[src/rtl/ezone_pkg.sv]
package ezone_pkg;
    localparam int NZONE   = 7;
    localparam int IDX_W   = $clog2(NZONE);
    localparam int NUNITS  = 64;   // address space split into 64 equal units
    localparam int UNIT_LG = 6;

    // zone size in units, listed from the lowest address upward
    function automatic int zone_units(input bit top, input int i);
        int k;
        k = top ? (NZONE - 1 - i) : i;
        case (k)
            0:       return 2;
            1, 2:    return 1;
            3:       return 12;
            default: return 16;
        endcase
    endfunction

    function automatic int zone_start(input bit top, input int i);
        int s;
        s = 0;
        for (int j = 0; j < i; j++) s += zone_units(top, j);
        return s;
    endfunction
endpackage

[src/rtl/ezone_map.sv]
module ezone_map
    import ezone_pkg::*;
#(
    parameter int ADDR_W   = 18,
    parameter bit BOOT_TOP = 1'b0
) (
    input  logic [ADDR_W-1:0] addr_i,
    output logic [IDX_W-1:0]  idx_o,
    output logic [ADDR_W-1:0] base_o
);
    localparam int UNIT_SH = ADDR_W - UNIT_LG;

    logic [UNIT_LG-1:0] unit_w;
    logic [NZONE-1:0]   at_or_above;
    logic [ADDR_W-1:0]  base_tab [NZONE];

    assign unit_w = addr_i[ADDR_W-1:UNIT_SH];

    for (genvar g = 0; g < NZONE; g++) begin : g_zone
        localparam int START_U = zone_start(BOOT_TOP, g);
        localparam logic [UNIT_LG-1:0] START_V = UNIT_LG'(START_U);
        assign at_or_above[g] = (unit_w >= START_V);
        assign base_tab[g]    = ADDR_W'(START_U) << UNIT_SH;
    end

    always_comb begin
        idx_o = '0;
        for (int i = 1; i < NZONE; i++) begin
            if (at_or_above[i]) idx_o = IDX_W'(i);
        end
        base_o = base_tab[idx_o];
    end
endmodule

[src/rtl/ezone_guard_logic.sv]
module ezone_guard_logic
    import ezone_pkg::*;
#(
    parameter int BOOT_IDX = 0
) (
    input  logic [IDX_W-1:0] idx_i,
    input  logic             prog_i,
    input  logic             erase_i,
    input  logic             unlock_i,
    input  logic             susp_i,
    input  logic [IDX_W-1:0] susp_idx_i,
    output logic             grant_o,
    output logic             prot_o,
    output logic             srej_o
);
    logic any_req;
    logic in_boot;

    always_comb begin
        any_req = prog_i | erase_i;
        in_boot = (idx_i == IDX_W'(BOOT_IDX));
        prot_o  = any_req & in_boot & ~unlock_i;
        srej_o  = prog_i & susp_i & (idx_i == susp_idx_i);
        grant_o = any_req & ~prot_o & ~srej_o;
    end
endmodule

[src/rtl/ezone_guard.sv]
module ezone_guard
    import ezone_pkg::*;
#(
    parameter int ADDR_W   = 18,
    parameter bit BOOT_TOP = 1'b0
) (
    input  logic              clk,
    input  logic              rst_n,
    input  logic              pwr_en,
    input  logic [ADDR_W-1:0] addr,
    input  logic              req_prog,
    input  logic              req_erase,
    input  logic              boot_unlock,
    input  logic              erase_susp,
    input  logic [IDX_W-1:0]  susp_zone,
    output logic              valid,
    output logic [IDX_W-1:0]  zone_idx,
    output logic [ADDR_W-1:0] zone_base,
    output logic              grant,
    output logic              prot_err,
    output logic              susp_rej
);
    localparam int BOOT_IDX = BOOT_TOP ? NZONE - 1 : 0;

    typedef struct packed {
        logic              valid;
        logic [IDX_W-1:0]  idx;
        logic [ADDR_W-1:0] base;
        logic              grant;
        logic              prot;
        logic              srej;
    } out_t;

    out_t st_d, st_q;

    logic [IDX_W-1:0]  map_idx;
    logic [ADDR_W-1:0] map_base;
    logic              g_grant, g_prot, g_srej;

    ezone_map #(.ADDR_W(ADDR_W), .BOOT_TOP(BOOT_TOP)) u_map (
        .addr_i (addr),
        .idx_o  (map_idx),
        .base_o (map_base)
    );

    ezone_guard_logic #(.BOOT_IDX(BOOT_IDX)) u_guard (
        .idx_i      (map_idx),
        .prog_i     (req_prog),
        .erase_i    (req_erase),
        .unlock_i   (boot_unlock),
        .susp_i     (erase_susp),
        .susp_idx_i (susp_zone),
        .grant_o    (g_grant),
        .prot_o     (g_prot),
        .srej_o     (g_srej)
    );

    always_comb begin
        st_d = '0;
        if (pwr_en) begin
            st_d.valid = 1'b1;
            st_d.idx   = map_idx;
            st_d.base  = map_base;
            st_d.grant = g_grant;
            st_d.prot  = g_prot;
            st_d.srej  = g_srej;
        end
    end

    always_ff @(posedge clk or negedge rst_n) begin
        if (!rst_n) st_q <= '0;
        else        st_q <= st_d;
    end

    assign valid     = st_q.valid;
    assign zone_idx  = st_q.idx;
    assign zone_base = st_q.base;
    assign grant     = st_q.grant;
    assign prot_err  = st_q.prot;
    assign susp_rej  = st_q.srej;

    AST_PWRDN_IDLE: assert property (@(posedge clk) disable iff (!rst_n)
        !pwr_en |=> (!valid && !grant && !prot_err && !susp_rej));
    AST_PROT_ON_BOOT: assert property (@(posedge clk) disable iff (!rst_n)
        prot_err |-> (zone_idx == IDX_W'(BOOT_IDX) && !grant));
    AST_SREJ_MATCH: assert property (@(posedge clk) disable iff (!rst_n)
        (pwr_en && erase_susp && req_prog) |=> (susp_rej == (zone_idx == $past(susp_zone))));
    AST_GRANT_NEEDS_REQ: assert property (@(posedge clk) disable iff (!rst_n)
        grant |-> $past(req_prog || req_erase));
    AST_IDX_IN_RANGE: assert property (@(posedge clk) disable iff (!rst_n)
        valid |-> (zone_idx < IDX_W'(NZONE)));
    AST_BASE_NOT_ABOVE: assert property (@(posedge clk) disable iff (!rst_n)
        valid |-> (zone_base <= $past(addr)));
endmodule

[config.mk]
export PLATFORM = sky130hd
export DESIGN_NAME = ezone_guard
export DESIGN_NICKNAME = d
export VERILOG_FILES = /design/src/rtl/ezone_pkg.sv /design/src/rtl/ezone_map.sv /design/src/rtl/ezone_guard_logic.sv /design/src/rtl/ezone_guard.sv
export SDC_FILE = /design/constraint.sdc
export NUM_CORES = 1
export LEC_CHECK = 0
export BUFFER_PORTS_ARGS = -buffer_cell sky130_fd_sc_hd__buf_2
export CAP_MARGIN = 10
export CORE_MARGIN = 3
export CORE_UTILIZATION = 42
export CTS_BUF_LIST = sky130_fd_sc_hd__clkbuf_2 sky130_fd_sc_hd__clkbuf_4 sky130_fd_sc_hd__clkbuf_8
export CTS_CLUSTER_SIZE = 12
export DETAILED_ROUTE_END_ITERATION = 16
export HOLD_SLACK_MARGIN = 0.15
export PLACE_DENSITY = 0.88
export SYNTH_ARGS = -nofsm -noshare
export SYNTH_HDL_FRONTEND = slang
export SYNTH_SLANG_ARGS = --single-unit
export TNS_END_PERCENT = 20
[constraint.sdc]
create_clock -name clk -period 1.6 [get_ports clk]
set_clock_uncertainty 0.2 [all_clocks]
set_input_delay 0.08 -clock clk [delete_from_list [all_inputs] [get_ports clk]]
set_output_delay 0.08 -clock clk [all_outputs]
set_load 0.05 [all_outputs]
=== Word-level counts from Yosys, hierarchy flattened ===
Memory sizes are Yosys's and may differ from the RTL's.
Index checks and enable logic that the tools add are counted.

* Register bits after elaboration: 25
* ROM bits: 144
* Output and inout port bits: 25
* Memories: 1

{| class="wikitable"
|+ Memories
! memory !! words !! width !! read ports !! clocked after Yosys merged registers in !! wr ports !! RTL line !! text
|-
| (name not given) || 8 || 18 || 1 || 0 || 0 || ezone_map.sv:31 || <nowiki>base_o = base_tab[idx_o];</nowiki>
|}

* $lt $le $gt $ge: 7
* Eq/ne operators: 1
* Muxes and demuxes: 9
* Bitwise gates (word level): 11
* Reduce and logical (&&, ||, !) cells: 1

{| class="wikitable"
|+ Operators with widths
! operator !! count
|-
| 18-bit 2-to-1 mux || 2
|-
| 25-bit 2-to-1 mux || 1
|-
| 6-bit by 2-bit greater-or-equal comparator with 1-bit output (second input constant) || 2
|-
| 6-bit greater-or-equal comparator (second input constant) || 2
|-
| 3-bit 2-to-1 mux || 3
|-
| 1-bit AND || 6
|-
| 6-bit by 3-bit greater-or-equal comparator with 1-bit output (second input constant) || 1
|-
| 6-bit by 5-bit greater-or-equal comparator with 1-bit output (second input constant) || 1
|-
| 4-bit greater-or-equal comparator (second input constant) || 1
|-
| 2-bit 2-to-1 mux || 2
|-
| 3-bit NOT with 4-bit output || 1
|-
| 3-bit == test || 1
|-
| 3-bit logical NOT || 1
|-
| 1-bit NOT || 3
|-
| 1-bit 2-to-1 mux || 1
|-
| 1-bit bitwise OR || 1
|}

=== Depth between registers and ports, before layout ===
Gate-level depths: netlist (run 1).

* Depth in word-level cells: 14
* Mapped depth: 7
* Depth with buffers taken out: 7

=== By module ===
Synthesis (run 1) repeated with hierarchy kept, for this count alone.

* Cells, all modules: 92
* Area total of the unflattened synthesis: 1,122.3 um2

{| class="wikitable"
|+ Modules (own cells, without submodules)
! module !! times used !! cells each !! area an instance (um2)
|-
| ezone_guard || 1 || 51 || 820.8
|-
| ezone_map || 1 || 32 || 239.0
|-
| ezone_guard_logic || 1 || 9 || 62.6
|}

=== Least setup slack after synthesis (run 1) ===
No wires, ideal clock.

* Path kind: input port to flip-flop
* Start: in addr[17]
* End: reg st_q (netlist bit grant)
* Arrival: 1.068 ns
* Slack: 0.250 ns
* Cell stages on the path: 7
* Cells stage by stage: or2_4 o21ai_4 inv_1 ha_1 nand2b_1 o221ai_1 a31oi_1

{| class="wikitable"
|+ RTL lines
! element !! RTL line !! text
|-
| from (decl) || ezone_guard.sv:10 || <nowiki>input logic [ADDR_W-1:0] addr,</nowiki>
|-
| to (signal assigned) || ezone_guard.sv:72 || <nowiki>else st_q <= st_d;</nowiki>
|-
| to (decl) || ezone_guard.sv:34 || <nowiki>out_t st_d, st_q;</nowiki>
|}

==> impl_metrics.toml, run 1 <==
[run_status]
status = "finished clean"

[cells_and_area]
num_antenna_cells = 0
fillers = 102
areaGrowthSynthToFinish_pct = 45.04
nets = 141
drive_above_1_share_pct = 33.64
multi_input_area_um2 = 291.5
design_area_um2 = 950.9
final_util_pct = 68.78
layoutNonFillerInstCount = 122
seq_area_um2 = 300.3

[sta]
rsz0062_at_grt = "no"
fmax_mhz = 644.2
holdWs_ns = 0.1154
finalSetupViolations = 0
period_share_pct = 97.02
worst_pin_slew_ns = 0.5000
min_period_ns = 1.552
relSlewSlack_pct = 66.55
tns_ns = 0
finalHoldViolCount = 0
slew_viol_final = 0

[hold_path]
min_path_cells = 4
min_from = "addr[16]"
worstHoldPathType = "primary input to register"
hold_end = "grant$_DFF_PN0_"

[worst_setup_path]
crit_chain = "dlygate4sd3_1, buf_2, and2_1, dlygate4sd3_1"
crit_path_end_kind = "register"
cp_max_fo = 9
start_kind = "primary input"
cp_num_buf_inv = 3
cp_data_arrival_time_ns = 1.49
critical_path_class = "primary input to register"
cp_top_family = "buffers and inverters"
cp.required_ns = 1.54
crit_slowest_cell = "dlygate4sd3_1"
path_common_cell = "dlygate4sd3_1"
slowest_delay_ns = 0.56

[routing]
detail-route-antenna-nets = 0
wl_met1_um = 456
wl_per_cell_um = 10.51
drcViolationCount = 0
drt_iter0_markers = 2
finalWirelength_um = 1282
top_layer = "met4"
firstDrtPassIters = 4
via_per_inst = 4.369
met2_length_um = 687
wl_met3_um = 131
dr_total_vias = 533

[placement]
place.gp.congestion = 0.6998
dp_cells = 103
port_buffers = 27
post_dp_cell_area_um2 = 764.5

[grt]
grt_pass1_wl_um = 1987
antenna_found_initial = 0
grt-ovfl-total = 0
grt_max_degree = 13
grt_usage_pct = 13.38
grt_pass1_vias = 507

[synth]
ys_ff_latch = 12
syn_avg_cell_area_um2 = 10.75
yosysUniqueCellTypes = 19
synthCells = 61
netlist_area_um2 = 655.6
ys_seq_area_share_pct = 45.80
ys_warn_count = 0

[clocking]
cts_buffers = 3
cts.clk_slew.worst_paths_ns = 0.07
clock-sinks = 12
cts-resized-gates = 0
htreeDepth = 1
ctsRootBufferMaster = "clkbuf_4"
cts_tree = "yes"
clock_path_buffers = 2

[pwr]
switchingPower_w = 0.0002668
peakVddDrop_v = 0.0003612
swShare_pct = 33.54
powerDensity_nw_per_um2 = 836.5
p_leak_nw = 0.5349
p_clk_share_pct = 28.5
p_seq_share_pct = 40.1
combPwrFrac_pct = 31.4
intPower_w = 0.0005286

[die]
coreArea_um2 = 1383
die_y_um = 45.51
initial_core_util_pct = 47.42
die_area_um2 = 2071
rows = 13
fp.dieW_um = 45.51
top_level_ports = 53

[job]
drv_cap = 0
==> worst max path at each step <==
stage | startpoint | endpoint | cells after the start
2_1_floorplan | addr[17] | grant$_DFF_PN0_ | 7
3_3_place_gp | addr[12] | grant$_DFF_PN0_ | 8
3_5_place_dp | addr[12] | grant$_DFF_PN0_ | 8
4_1_cts | addr[17] | zone_base[16]$_DFF_PN0_ | 7
5_1_grt | addr[17] | zone_base[16]$_DFF_PN0_ | 7
6_report | pwr_en | zone_idx[0]$_DFF_PN0_ | 4
==> power groups by stage <==
stage	combinational (W)	clock (W)	sequential (W)
6_report	0.000250	0.000227	0.000319
5_1_grt	0.000267	0.000245	0.000321
4_1_cts	0.000248	0.000229	0.000319
3_5_place_dp	0.000220	0	0.000325
3_3_place_gp	0.000215	0	0.000325
2_1_floorplan	0.000136	0	0.000377
==> cells in the final DEF, fill, tap and decap left out, drive strengths merged, types with 2 or more instances in the layout <==
master,n
ha,5
clkbuf,4
dfrtp,12
nor3,2
nand2b,2
inv,3
and3,3
and2,2
nand2,3
dlygate4sd3,15
xnor2,3
conb,13
nor2,5
buf,28
==> flip-flops by register name, summed over array words and instances (netlist names) <==
| name | count |
|---|---|
| grant | 1 |
| prot_err | 1 |
| zone_idx | 3 |
| zone_base | 5 |
| valid | 1 |
| susp_rej | 1 |
==> Yosys cell counts <==
cell type   n  share of area (%)
a211oi_2    1                1.9
a21oi_2     1                1.3
a31oi_1     1               0.95
and2_1      2                1.9
and3_1      3                2.9
and4_1      1                1.3
buf_4      13                 15
conb_1      1               0.57
dfrtp_1    12                 46
ha_1        5                9.5
inv_1       3                1.7
nand2_1     3                1.7
nand2b_1    2                1.9
nor2_1      5                2.9
nor3_1      2                1.5
o21ai_4     1                2.5
o221ai_1    1                1.3
or2_4       1                1.3
xnor2_1     3                4.0
==> cells by family after synthesis <==
group                    synth area share (%)
AO/OA/AOI/OAI                           8.017
flip-flops                              45.80
XOR/XNOR                                4.008
buffers and inverters                   16.60
other                                  0.5720
AND/OR/NAND/NOR                         15.46
adder cells (fa/ha/maj)                 9.542
==> repair_timing <==
action / CTS / global route
setup buffers: 0 / 0
hold endpoints to repair: 24 / 0
hold buffers: 15 / 0
==> per-stage QoR <==
step                      total power [W]  worst slack (ns)
final                           0.0007954           0.04774
after global routing            0.0008327           0.02801
after CTS                       0.0007964           0.08027
after detailed placement        0.0005449           0.02090
after global placement          0.0005404           0.05865
after floorplan                 0.0005131            0.2499
==> final cells by class <==
class / instances / area share (%)
Sequential cell: 12 / 31.58
Timing Repair Buffer: 43 / 30.79
Multi-Input combinational cell: 45 / 30.66
Clock buffer: 4 / 3.816
Tap cell: 15 / 1.974
Inverter: 3 / 1.184
==> layer usage <==
| layer | vias up | global-route usage [%] |
|---|---|---|
| li1 | 264 | - |
| met1 | 234 | 12.29 |
| met2 | 33 | 27.58 |
| met3 | 2 | 1.186 |
| met4 | 0 | 7.018 |
| met5 | - | 0 |
No activity file was read; power rests on OpenSTA's default activity.
==> inputs of run 2 (changes only) <==
- PLACE_DENSITY: 0.88 -> not set
- PLACE_DENSITY_LB_ADDON: not set -> 0.3
- RECOVER_POWER: not set -> 100
==> run 2 against run 1 <==
  * Fmax up 1.6%
  * Worst setup slack better by 0.024 ns
  * Die area unchanged
  * Sequential cell count unchanged
  * Cell area down 3.3%
  * Routed wire length down 9.9%
  * Combinational power down 4%
  * Sequential share of layout area up 1.1 points
  * Worst hold slack worse by 0.016 ns
  * Critical path depth unchanged
  * Core utilization down 2.3 points
  * Final cell count down 0.82%
  * Critical path type unchanged
  * Critical endpoint unchanged
  * Largest cell class unchanged
  * Highest routed layer unchanged
==> impl_metrics.toml, run 2 (synthesis gave the netlist of run 1 again) <==
[routing]
wl_per_cell_um = 9.545
finalWirelength_um = 1155
drt_iter0_markers = 2
dr_total_vias = 526
firstDrtPassIters = 2
drcViolationCount = 0
via_per_inst = 4.347
detail-route-antenna-nets = 0

[die]
top_level_ports = 53
die_area_um2 = 2071
initial_core_util_pct = 47.42
rows = 13
coreArea_um2 = 1383
fp.dieW_um = 45.51
die_y_um = 45.51

[hold_path]
min_from = "addr[16]"
worstHoldPathType = "primary input to register"

[pwr]
p_leak_nw = 0.4769
p_total_w = 0.0007239
peakVddDrop_v = 0.0004033
powerDensity_nw_per_um2 = 787.1

[clocking]
cts-resized-gates = 0
ctsRootBufferMaster = "clkbuf_4"
clock-sinks = 12
clock_path_buffers = 2
htreeDepth = 1
postCtsSetupBuffers = 0
holdBufCountCts = 14
cts_buffers = 3
cts_tree = "yes"
cts.clk_slew.worst_paths_ns = 0.06

[cells_and_area]
areaGrowthSynthToFinish_pct = 40.27
drive_above_1_share_pct = 19.81
num_antenna_cells = 0
final_util_pct = 66.52
fillers = 117
layout_common_cells = "dlygate4sd3_1 (15), clkbuf_1 (14), conb_1 (13), buf_2 (13), dfrtp_1 (12)"
top_register = "zone_base"
nets = 141
largest_reg_flops = 5
layout_commonest_cell = "dlygate4sd3_1"

[sta]
slew_viol_final = 0
min_period_ns = 1.528
worst_pin_slew_ns = 0.5960
tns_ns = 0
fmax_mhz = 654.4
rsz0062_at_grt = "no"
finalHoldViolCount = 0
relSlewSlack_pct = 60.44
finalSetupViolations = 0
period_share_pct = 95.51

[worst_setup_path]
crit_path_end_kind = "register"
start_kind = "primary input"
cp_data_arrival_time_ns = 1.47
critical_path_class = "primary input to register"
cp.required_ns = 1.54
critPathLaunch = "pwr_en"
cp_max_fo = 9

[grt]
grt_pass1_vias = 446
grt-ovfl-total = 0
grt_pass1_wl_um = 1642
grt_max_degree = 13
antenna_found_initial = 0
grt_usage_pct = 11.01

[job]
drv_cap = 0

[placement]
port_buffers = 27
hpwl_um = 833.8
place.gp.congestion = 0.7437

[run_status]
status = "finished clean"
-- run 2: changes by cell type in the layout (fill, tap and decap cells not counted), sizes merged --
cell	delta
clkbuf	+13
buf	-14
-- run 2: cell type report --
| cell class | instances | area (µm²) | area share, % |
|---|---|---|---|
| Clock buffer | 3 | 22.52 | 2.449 |
| Inverter | 3 | 11.26 | 1.224 |
| Multi-Input combinational cell | 45 | 291.5 | 31.70 |
| Sequential cell | 12 | 300.3 | 32.65 |
| Tap cell | 15 | 18.77 | 2.041 |
| Timing Repair Buffer | 43 | 275.3 | 29.93 |
-- run 2: worst max-delay path, cell delays in order --
cell and delay [ns]:
dlygate4sd3_1 0.53, buf_2 0.17, and2_1 0.14, dlygate4sd3_1 0.54
-- run 2: routing by layer --
layer / track usage (%) / vias to the layer above / routed length (µm)
met2: 20.06 / 34 / 543
met4: 8.772 / 0 / 19
met3: 0 / 2 / 149
met5: 0 / - / 0
met1: 11.76 / 226 / 441
li1: - / 264 / -
-- run 2: report_power, final --
group	switching (W)	total [W]	internal, W
clock	0.0000761	0.000163	0.0000864
combinational	0.000173	0.000241	0.0000681
sequential	0.00000290	0.000320	0.000317
total	0.000252	0.000724	0.000472
-- run 2: through the flow --
step	setup WS (ns)	cell area [µm²]	std cells	hold WS, ns
2_1_floorplan	0.2499	700.7	73	-0.4156
3_3_place_gp	0.02219	764.5	103	-0.2433
3_5_place_dp	0.01511	764.5	103	-0.2393
4_1_cts	0.06280	927.1	120	0.1007
5_1_grt	0.002651	919.6	121	0.1307
6_report	0.07191	919.6	121	0.09985
-- run 2: worst paths after layout --
check                                   endpoint  depth (start not counted)
min in group asynchronous  zone_idx[0]$_DFF_PN0_                          3
worst max-delay path       zone_idx[0]$_DFF_PN0_                          4
max in group asynchronous        valid$_DFF_PN0_                          3
worst min-delay path             grant$_DFF_PN0_                          4
==> inputs of run 3 (changes only) <==
- CORE_ASPECT_RATIO: not set -> 0.7
- CORE_UTILIZATION: 42 -> 35
- clock period: 1.6 -> 1.3 ns (I/O delays scaled with it)
==> run 3 against run 2 <==
  * First-iteration DRC count grew to 5.5 times the previous value
  * Sequential power up 23%
  * Global-route usage increased by 0.85 points
  * Die area rose by 18%
  * Worst hold slack worse by 0.071 ns
  * Cell area rose by 4.2%
  * Sequential share of layout area fell by 1.3 points
  * Final cell count is 8.3% higher
  * Largest power group unchanged
  * Highest routed layer unchanged
==> impl_metrics.toml, run 3 (synthesis gave the netlist of run 1 again) <==
[die]
coreArea_um2 = 1667
initial_core_util_pct = 39.34
die_area_um2 = 2437
fp.dieW_um = 57.73
rows = 12
top_level_ports = 53
die_y_um = 42.21

[pwr]
peakVddDrop_v = 0.0005439
p_leak_nw = 0.5309
powerDensity_nw_per_um2 = 1031

[hold_path]
min_from = "addr[17]"
worstHoldPathType = "primary input to register"

[sta]
min_period_ns = 1.241
fmax_mhz = 805.6
rsz0062_at_grt = "no"
period_share_pct = 95.48
finalHoldViolCount = 0
holdWs_ns = 0.02876
slew_viol_final = 0
finalSetupViolations = 0

[grt]
antenna_found_initial = 0
grt_pass1_vias = 495
grt_usage_pct = 11.86
grt_max_degree = 13
grt-ovfl-total = 0
grt_pass1_wl_um = 2208

[routing]
drt_iter0_markers = 11
wl_per_cell_um = 10.26
finalWirelength_um = 1344
dr_total_vias = 528
firstDrtPassIters = 3
via_per_inst = 4.031
detail-route-antenna-nets = 0
drcViolationCount = 0

[worst_setup_path]
cp_max_fo = 2
crit_path_end_kind = "register"
critPathLaunch = "susp_zone[2]"
start_kind = "primary input"
critical_path_class = "primary input to register"
cp-endpoint = "susp_rej$_DFF_PN0_"
cp_data_arrival_time_ns = 1.20
cp.required_ns = 1.26

[cells_and_area]
layout_common_cells = "conb_1 (13), buf_2 (13), clkbuf_2 (13), dfrtp_1 (12), dlygate4sd3_1 (10)"
design_area_um2 = 958.4
largest_reg_flops = 5
top_register = "zone_base"
final_util_pct = 57.51
drive_above_1_share_pct = 37.27
num_antenna_cells = 0
areaGrowthSynthToFinish_pct = 46.18
nets = 144

[clocking]
cts_tree = "yes"
htreeDepth = 1
ctsRootBufferMaster = "clkbuf_4"
clock-sinks = 12
cts.clk_slew.worst_paths_ns = 0.07
clock_path_buffers = 2
holdBufCountCts = 11
cts_buffers = 3
postCtsSetupBuffers = 0

[job]
drv_cap = 0

[placement]
post_dp_cell_area_um2 = 834.6
place.gp.congestion = 0.7262
hpwl_um = 993.3
port_buffers = 27

[run_status]
status = "finished clean"
## run 3: power breakdown
group	switching, W	internal, W
combinational	0.000218	0.0000926
clock	0.000114	0.000170
sequential	0.00000370	0.000390
## run 3: repair_timing
| item | 4_1_cts | 5_1_grt |
|---|---|---|
| setup endpoints to repair | 0 | 1 |
| endpoints found under the hold margin | 24 | 5 |
| gates resized for setup | 0 | 1 |
## run 3: worst max-delay path, stage by stage
cell           delay, ns
dlygate4sd3_1       0.53
buf_2               0.12
xnor2_1             0.11
and3_1              0.18
and4_1              0.19
## run 3: cell type report
type                    instances  area (µm²)
fillers                       161       708.2
repair buffers                 46       297.8
clock buffers                   4       36.28
well taps                      21       26.28
inverters                       3       11.26
flip-flops and latches         12       300.3
multi-input cells              45       286.5
## run 3: how the worst min path moves through the flow
stage	endpoint	slack, ns	cells after the start
floorplan	grant$_DFF_PN0_	-0.43	0
global placement	zone_base[14]$_DFF_PN0_	-0.25	1
detailed placement	zone_idx[2]$_DFF_PN0_	-0.25	1
CTS	zone_idx[1]$_DFF_PN0_	0.14	5
global route	zone_base[13]$_DFF_PN0_	0.06	5
finish	zone_base[13]$_DFF_PN0_	0.03	5
## run 3: routing by layer
metal | up-vias | part of all wire, % | track usage [%]
met5 | - | 0 | 0
met4 | 0 | 0.97 | 5.556
met3 | 2 | 9.4 | 2.154
met2 | 29 | 47 | 19.82
met1 | 225 | 42 | 14.63
li1 | 272 | - | -
## run 3: through the flow
| stage | setup TNS (ns) | setup slack (ns) | std cells | total power (W) |
|---|---|---|---|---|
| 5_1_grt | 0 | 0.01815 | 131 | 0.001043 |
| 2_1_floorplan | -0.02159 | -0.02159 | 73 | 0.0006327 |
| 3_3_place_gp | -0.2463 | -0.07923 | 117 | 0.0006898 |
| 4_1_cts | 0 | 0.02748 | 132 | 0.001010 |
| 3_5_place_dp | -0.2994 | -0.09862 | 117 | 0.0006933 |
| 6_report | 0 | 0.05875 | 131 | 0.0009877 |
